## src/rtl/ssr_pkg.sv

```systemverilog
package ssr_pkg;
    localparam int STAT_W = 2;

    typedef struct packed {
        logic overrun;
        logic ninth;
    } rx_stat_t;

    function automatic logic rx_live(input logic pen, input logic cen, input logic ovr);
        return pen & cen & ~ovr;
    endfunction
endpackage

```

## src/rtl/ssr_sync.sv

```systemverilog
module ssr_sync #(
    parameter int STAGES = 2
) (
    input  logic clk,
    input  logic rst,
    input  logic sclk_in,
    input  logic data_in,
    output logic sclk_rise,
    output logic data_s
);
    logic [STAGES-1:0] ck_pipe;
    logic [STAGES-1:0] dt_pipe;
    logic              ck_prev;

    always_ff @(posedge clk) begin
        if (rst) begin
            ck_pipe <= '0;
            dt_pipe <= '0;
            ck_prev <= 1'b0;
        end else begin
            ck_pipe <= {ck_pipe[STAGES-2:0], sclk_in};
            dt_pipe <= {dt_pipe[STAGES-2:0], data_in};
            ck_prev <= ck_pipe[STAGES-1];
        end
    end

    assign sclk_rise = ck_pipe[STAGES-1] & ~ck_prev;
    assign data_s    = dt_pipe[STAGES-1];
endmodule

```

## src/rtl/ssr_shift.sv

```systemverilog
module ssr_shift #(
    parameter int DATA_W = 8
) (
    input  logic              clk,
    input  logic              rst,
    input  logic              live,
    input  logic              port_en,
    input  logic              nine,
    input  logic              rise,
    input  logic              din,
    output logic              done_q,
    output logic [DATA_W-1:0] word_q,
    output logic              ninth_q
);
    localparam int CNT_W = $clog2(DATA_W + 1);

    logic [DATA_W:0]   sr;
    logic [CNT_W-1:0]  cnt;
    logic [CNT_W-1:0]  last_idx;
    logic [DATA_W:0]   nxt;

    assign last_idx = nine ? CNT_W'(DATA_W) : CNT_W'(DATA_W - 1);
    assign nxt      = {din, sr[DATA_W:1]};

    always_ff @(posedge clk) begin
        if (rst || !port_en) begin
            sr      <= '0;
            cnt     <= '0;
            done_q  <= 1'b0;
            word_q  <= '0;
            ninth_q <= 1'b0;
        end else begin
            done_q <= 1'b0;
            if (!live) begin
                cnt <= '0;
            end else if (rise) begin
                sr <= nxt;
                if (cnt == last_idx) begin
                    cnt    <= '0;
                    done_q <= 1'b1;
                    if (nine) begin
                        word_q  <= nxt[DATA_W-1:0];
                        ninth_q <= nxt[DATA_W];
                    end else begin
                        word_q  <= nxt[DATA_W:1];
                        ninth_q <= 1'b0;
                    end
                end else begin
                    cnt <= cnt + 1'b1;
                end
            end
        end
    end


    word_on_edge_chk: assert property (@(posedge clk) disable iff (rst)
        done_q |-> $past(rise));
endmodule

```

## src/rtl/ssr_hold.sv

```systemverilog
module ssr_hold
    import ssr_pkg::*;
#(
    parameter int DATA_W = 8
) (
    input  logic              clk,
    input  logic              rst,
    input  logic              port_en,
    input  logic              cont_en,
    input  logic              rd,
    input  logic              word_done,
    input  logic [DATA_W-1:0] word,
    input  logic              word_ninth,
    output logic [DATA_W-1:0] data_q,
    output rx_stat_t          stat_q,
    output logic              flag_q
);
    logic full_now;
    assign full_now = flag_q & ~rd;

    always_ff @(posedge clk) begin
        if (rst || !port_en) begin
            data_q <= '0;
            stat_q <= '0;
            flag_q <= 1'b0;
        end else begin
            if (!cont_en) stat_q.overrun <= 1'b0;
            if (word_done) begin
                if (full_now) begin
                    stat_q.overrun <= 1'b1;
                end else begin
                    data_q       <= word;
                    stat_q.ninth <= word_ninth;
                    flag_q       <= 1'b1;
                end
            end else if (rd) begin
                flag_q <= 1'b0;
            end
        end
    end


    flag_source_chk: assert property (@(posedge clk) disable iff (rst)
        $rose(flag_q) |-> $past(word_done));

    read_clears_chk: assert property (@(posedge clk) disable iff (rst)
        rd && !word_done |=> !flag_q);

    overrun_sticky_chk: assert property (@(posedge clk) disable iff (rst)
        stat_q.overrun && cont_en && port_en |=> stat_q.overrun);

    overrun_keeps_data_chk: assert property (@(posedge clk) disable iff (rst)
        word_done && flag_q && !rd && port_en |=> $stable(data_q));
endmodule

```

## src/rtl/ssr_rx.sv

```systemverilog
module ssr_rx
    import ssr_pkg::*;
#(
    parameter int DATA_W      = 8,
    parameter int SYNC_STAGES = 2
) (
    input  logic              clk,
    input  logic              rst,
    input  logic              port_en,
    input  logic              cont_rx_en,
    input  logic              single_rx_en,
    input  logic              nine_bit_sel,
    input  logic              irq_en,
    input  logic              ext_sclk,
    input  logic              ext_data,
    input  logic              rd_data,
    output logic [DATA_W-1:0] rx_data,
    output logic [STAT_W-1:0] rx_status,
    output logic              rx_done,
    output logic              rx_irq
);
    logic              rise;
    logic              din;
    logic              live;
    logic              word_done;
    logic [DATA_W-1:0] word;
    logic              word_ninth;
    rx_stat_t          stat;
    logic              unused_single;

    assign unused_single = single_rx_en;
    assign live          = rx_live(port_en, cont_rx_en, stat.overrun);

    ssr_sync #(.STAGES(SYNC_STAGES)) i_sync (
        .clk(clk), .rst(rst), .sclk_in(ext_sclk), .data_in(ext_data),
        .sclk_rise(rise), .data_s(din)
    );

    ssr_shift #(.DATA_W(DATA_W)) i_shift (
        .clk(clk), .rst(rst), .live(live), .port_en(port_en),
        .nine(nine_bit_sel), .rise(rise), .din(din),
        .done_q(word_done), .word_q(word), .ninth_q(word_ninth)
    );

    ssr_hold #(.DATA_W(DATA_W)) i_hold (
        .clk(clk), .rst(rst), .port_en(port_en), .cont_en(cont_rx_en),
        .rd(rd_data), .word_done(word_done), .word(word),
        .word_ninth(word_ninth), .data_q(rx_data), .stat_q(stat),
        .flag_q(rx_done)
    );

    assign rx_status = stat;
    assign rx_irq    = rx_done & irq_en;


    enabled_word_chk: assert property (@(posedge clk) disable iff (rst)
        word_done |-> $past(port_en && cont_rx_en));

    irq_gate_chk: assert property (@(posedge clk) disable iff (rst)
        rx_irq |-> irq_en);
endmodule

```

## config.mk

```make
export PLATFORM = sky130hd
export DESIGN_NAME = ssr_rx
export DESIGN_NICKNAME = d
export VERILOG_FILES = /design/src/rtl/ssr_pkg.sv /design/src/rtl/ssr_sync.sv /design/src/rtl/ssr_shift.sv /design/src/rtl/ssr_hold.sv /design/src/rtl/ssr_rx.sv
export SDC_FILE = /design/constraint.sdc
export NUM_CORES = 1
export LEC_CHECK = 0
export CORE_ASPECT_RATIO = 0.8
export CORE_MARGIN = 2
export CORE_UTILIZATION = 25
export CTS_CLUSTER_SIZE = 28
export DETAILED_ROUTE_END_ITERATION = 12
export GPL_TIMING_DRIVEN = 0
export PLACE_DENSITY_LB_ADDON = 0.3
export SYNTH_ARGS = -nofsm -noshare
export SYNTH_HDL_FRONTEND = slang
export SYNTH_SLANG_ARGS = --single-unit
```

## constraint.sdc

```tcl
create_clock -name clk -period 2.4 [get_ports clk]
set_clock_uncertainty 0.15 [all_clocks]
set_input_delay 0.36 -clock clk [delete_from_list [all_inputs] [get_ports clk]]
set_output_delay 0.36 -clock clk [all_outputs]
set_load 0.02 [all_outputs]
```

## After elaboration in Yosys (flattened, before gate mapping)

Index checks and enable logic that the tools add are counted.

| word-level totals | value |
|---|---|
| register bits | 39 |
| input bits | 10 |
| output and inout port bits | 12 |
| logic and storage cells | 47 |

| operators by class | value |
|---|---|
| $add $sub $neg | 1 |
| eq/ne operators | 2 |
| mux-type cells | 12 |
| bitwise gates (word level) | 11 |
| reduce and logical (&&, ||, !) cells | 9 |

Operator list:

| cell | count |
|---|---|
| two-way mux 1 bit | 8 |
| two-way mux 4 bit | 2 |
| two-way mux 8 bit | 1 |
| NOT 1 bit | 6 |
| AND reduction 2 bit | 3 |
| AND 1 bit | 5 |
| adder 4 x 1 -> 4 bit (second input constant) | 1 |
| equality test 4 bit | 1 |
| AND reduction 3 bit | 1 |
| OR reduction 3 bit | 1 |
| two-way mux 2 bit | 1 |
| inequality test 2 bit (second input constant) | 1 |
| nonzero test 2 bit | 1 |
| OR reduction 2 bit | 1 |
| logical NOT 1 bit | 1 |
| logical OR 1 bit | 1 |

## Logic depth before layout (Yosys ltp)

Gate-level depths: netlist (run 1).

| depth | value |
|---|---|
| depth in word-level cells | 4 |
| depth in mapped cells | 6 |
| mapped depth without buffers | 4 |

## Hierarchy

A second synthesis (run 1) with hierarchy kept.

| second synthesis, totals | value |
|---|---|
| cells, all modules | 177 |
| area, all modules | 1716.6 um2 |

Modules (own cells, without submodules):

| module | instances | cells each | area an instance (um2) | sequential area each (um2) |
|---|---|---|---|---|
| ssr_shift | 1 | 117 | 1109.8 | 440.4 |
| ssr_hold | 1 | 47 | 454.2 | 220.2 |
| ssr_sync | 1 | 11 | 137.6 | 100.1 |
| ssr_rx | 1 | 2 | 15.0 | 0.0 |

## Least setup slack after synthesis (run 1)

No wires, ideal clock.

| path | value |
|---|---|
| path type | register to register |
| start | register i_shift.cnt[0] |
| end | register i_shift.word_q[2] |
| setup time | 0.132 ns |
| arrival | 1.504 ns |
| required time | 2.118 ns |
| path slack | 0.615 ns |
| stages on the path, launching flop included | 6 |
| buffers on the path | 1 |
| period minus slack after synthesis | 1.785 ns |
| cells stage by stage | dfxtp_1 -> or3_4 -> o22a_2 -> buf_6 -> a2111oi_0 -> nor3_1 |

| between the ends | value |
|---|---|
| longest elaborated chain between the ends | 2 |

Ends and longest elaborated chain:

| item | line | text |
|---|---|---|
| start: declaration | ssr_shift.sv:18 | `logic [CNT_W-1:0] cnt;` |
| start signal: assignment | ssr_shift.sv:49 | `cnt <= cnt + 1'b1;` |
| equality test 4 bit | ssr_shift.sv:38 | `if (cnt == last_idx) begin` |
| AND reduction 3 bit (no source line) | -- |  |
| end signal: assignment | ssr_shift.sv:42 | `word_q <= nxt[DATA_W-1:0];` |
| end signal: assignment | ssr_shift.sv:45 | `word_q <= nxt[DATA_W:1];` |
| end: declaration | ssr_shift.sv:12 | `output logic [DATA_W-1:0] word_q,` |

Every way passes these cells.
A chain may end at the register's enable or synchronous reset.

## Worst setup path after layout (run 1)

| path | value |
|---|---|
| start | input port cont_rx_en |
| end | register i_shift.word_q[7] |

| between the ends | value |
|---|---|
| longest elaborated chain between the ends | 3 |

Ends and longest elaborated chain:

| item | line | text |
|---|---|---|
| start: declaration | ssr_rx.sv:10 | `input logic cont_rx_en,` |
| AND 1 bit (2 in a row) | ssr_pkg.sv:10 | `return pen & cen & ~ovr;` |
| AND reduction 3 bit (no source line) | -- |  |

Every way passes these cells.

==> flow_summary.yaml, run 1 <==
synth:
  ys_ff_latch: 38
  avgSynthCellArea_um2: 8.97
  syn-instance-count: 169
  ys_seq_area_share_pct: 50.2
  ys_types: 26
  synth_nets: 180
  synthesis.area_um2: 1520
  synth-warning-count: 0
timing:
  relSlewSlack_pct: 64.3
  finalSetupViolCount: 0
  hold_viol_final: 0
  grt_setup_unrepaired: "false"
  tightest_slew_ns: 0.521
  max_clock_freq_mhz: 485
  fin_setup_tns_ns: 0
  period_minus_slack_ns: 2.06
  slew_viol_final: 0
  fin_crit_sh_pct: 85.8
pwr:
  pwr_density_cell_nw_per_um2: 633
  ir_drop_mv: 0.197
  p_leak_uw: 0.000671
  finalPower_uw: 1220
worst_setup_path:
  crit_path_top_delay_cell: "clkdlybuf4s50_1"
  cp_max_fo: 10
  crit_path_start_kind: "input port"
  r2r_cells: 5
  crit_path_max_incr_delay_ns: 0.48
  r2r_end: "i_shift.word_q[2]$_SDFFE_PP0P_"
  critPathBufInv: 2
  arrival_ns: 2.07
  crit_family: "buffers and inverters"
  end_kind: "flip-flop"
  crit_chain: "clkdlybuf4s50_1, nor2b_1, nand3_1, buf_2, a2111oi_0, nor3_1"
  worstSetupPathType: "input port to flip-flop"
  reg2reg_slack_ns: 0.38
  cp.required_ns: 2.41
  timing.rr.start: "i_shift.cnt[0]$_SDFFE_PP0P_"
global_route:
  grt.overflow.total: 0
  antenna_found_initial: 0
  grtUsageMet1_pct: 13.8
  grt.busiest_layer: "met1"
  use_met3_pct: 3.49
  track_usage_pct: 9.85
  grt_max_degree: 12
  met2_usage_pct: 13.4
  grt_pass1_wl_um: 5150
  grt_pass1_vias: 1093
finish:
  mostFrequentLayoutCell: "dfxtp_1"
  multi_input_area_um2: 702
  syn2layout_area_growth_pct: 27.3
  drive_gt1_share_pct: 8.16
  layout_common_cells: "38 x dfxtp_1, 22 x nand2_1, 21 x a21oi_1"
  seq_area_um2: 761
  n_antenna_cell: 0
  layout.nets: 207
  fin_util_pct: 32.8
  fillers: 635
cts:
  cts_buffers: 5
  clk_path_buf_depth: 2
  holdBufCountCts: 0
  h-tree-depth: 2
  cts_tree: "built"
  cts-root-buf: "clkbuf_8"
  cts.sinks: 38
  cts_setup_buffers: 0
  ctsResizeCount: 0
  clk_pin_slew_ns: 0.07
  clk_latency_ns: 0.28
drt:
  vias: 1211
  wl_um: 3030
  firstDrtPassIters: 4
  ant_nets: 0
  drc: 0
  viasPerCell: 4.37
  drt_iter0_drc: 50
  avgRoutedWirePerCell_um: 10.9
floorplan:
  dieHeight_um: 73.7
  die_w_um: 91.1
  dieArea_um2: 6710
  fp.coreArea_um2: 5880
  fp-row-count: 25
  io-pin-count: 22
  initial_core_util_pct: 25.8
outcome:
  status: "complete, no violations"
worst_hold_path:
  whs_path_depth: 1
  min_path_type: "flip-flop to flip-flop"
  hold_path.startpoint: "i_sync.dt_pipe[0]$_SDFF_PP0_"
  hold_path_end: "i_sync.dt_pipe[1]$_SDFF_PP0_"
placed_design:
  detailed_place_hpwl_um: 2190
  gp_congestion: 0.757
  io_buffer_count: 20
run:
  maxCapViolCount: 0
-- layer usage --
metal  wire length, um  part of all wire [%]
met1              1580                    52
met5                 0                     0
met4                42                   1.4
met2              1240                    41
met3               165                   5.5
-- area by class of cell --
cell class                 count  share of cell area, %
sequential                    38                   39.4
multi-input combinational    120                   36.4
clock inverter                 1                   1.56
buffer                        11                   2.79
clock buffer                   6                   4.28
tap                           81                   5.25
timing repair buffer          20                   10.4
-- synth_stat cells, drive strengths merged --
cell     count  share of area (%)
a2111oi      8                4.6
a21oi       21                6.9
a22oi        1               0.50
and2         2               0.82
and3         1               0.41
buf          7                2.6
clkbuf       4               0.99
dfxtp       38                 50
ha           1               0.82
mux2i        9                5.9
nand2       22                5.4
nand2b       4                1.6
nand3        2               0.66
nand4        1               0.41
nand4b       1               0.58
nor2        12                3.0
nor2b       17                7.0
nor3        10                3.3
nor3b        1               0.50
o21ai        3               0.99
o22a         1               0.66
o22ai        1               0.82
or3          2                1.2
-- how the worst max path moves through the flow --
stage	from	to	slack (ns)	cells after the start
finish	cont_rx_en	i_shift.word_q[7]$_SDFFE_PP0P_	0.34	6
global route	cont_rx_en	i_shift.word_q[7]$_SDFFE_PP0P_	0.16	6
CTS	irq_en	rx_irq	0.37	3
detailed placement	cont_rx_en	i_shift.word_q[7]$_SDFFE_PP0P_	0.08	6
global placement	cont_rx_en	i_shift.word_q[7]$_SDFFE_PP0P_	0.04	6
floorplan	i_shift.cnt[0]$_SDFFE_PP0P_	i_shift.word_q[2]$_SDFFE_PP0P_	0.61	5
-- sequential cells by signal, summed over array words and instances, names as in the netlist --
name / flops
i_hold.data_q: 8
i_hold.flag_q: 1
i_hold.stat_q: 2
i_shift.cnt: 4
i_shift.done_q: 1
i_shift.ninth_q: 1
i_shift.sr: 8
i_shift.word_q: 8
i_sync.ck_pipe: 2
i_sync.ck_prev: 1
i_sync.dt_pipe: 2
-- power by group --
part | switching [uW] | internal (uW) | total, uW
clock network | 212 | 332 | 544
logic | 24.1 | 19.4 | 43.4
registers | 1.59 | 634 | 636
-- stage by stage --
stage	hold slack (ns)	cells	cell area (um^2)	setup slack (ns)
final	0.291	277	1930	0.340
after global routing	0.307	277	1930	0.158
after CTS	0.296	277	1930	0.369
after detailed placement	0.279	270	1820	0.0766
after global placement	0.269	270	1820	0.0426
after floorplan	0.264	169	1520	0.615
-- cells by family after synthesis --
family | count (synthesis) | share of synthesized area, %
simple gates | 75 | 25.0
mux | 9 | 5.94
buf+inv | 11 | 3.55
flops | 38 | 50.2
fa+ha+maj | 1 | 0.825
compound gates | 35 | 14.5
Power figures use the tool's default switching activity.
==> run 2, diff against run 1 <==
CAP_MARGIN = 30   (was not set)
==> results of run 2 <==
No change in the layout: final DEF, timing and power equal those of run 1.
==> run 3, diff against run 2 <==
--- a/config.mk
+++ b/config.mk
@@ -18 +18,2 @@
 export SYNTH_SLANG_ARGS = --single-unit
+export TNS_END_PERCENT = 1
--- a/constraint.sdc
+++ b/constraint.sdc
@@ -4,2 +4,2 @@
 set_output_delay 0.36 -clock clk [all_outputs]
-set_load 0.02 [all_outputs]
+set_load 0.005 [all_outputs]
==> results of run 3 <==
No change in the layout: final DEF, timing and power equal those of run 1.
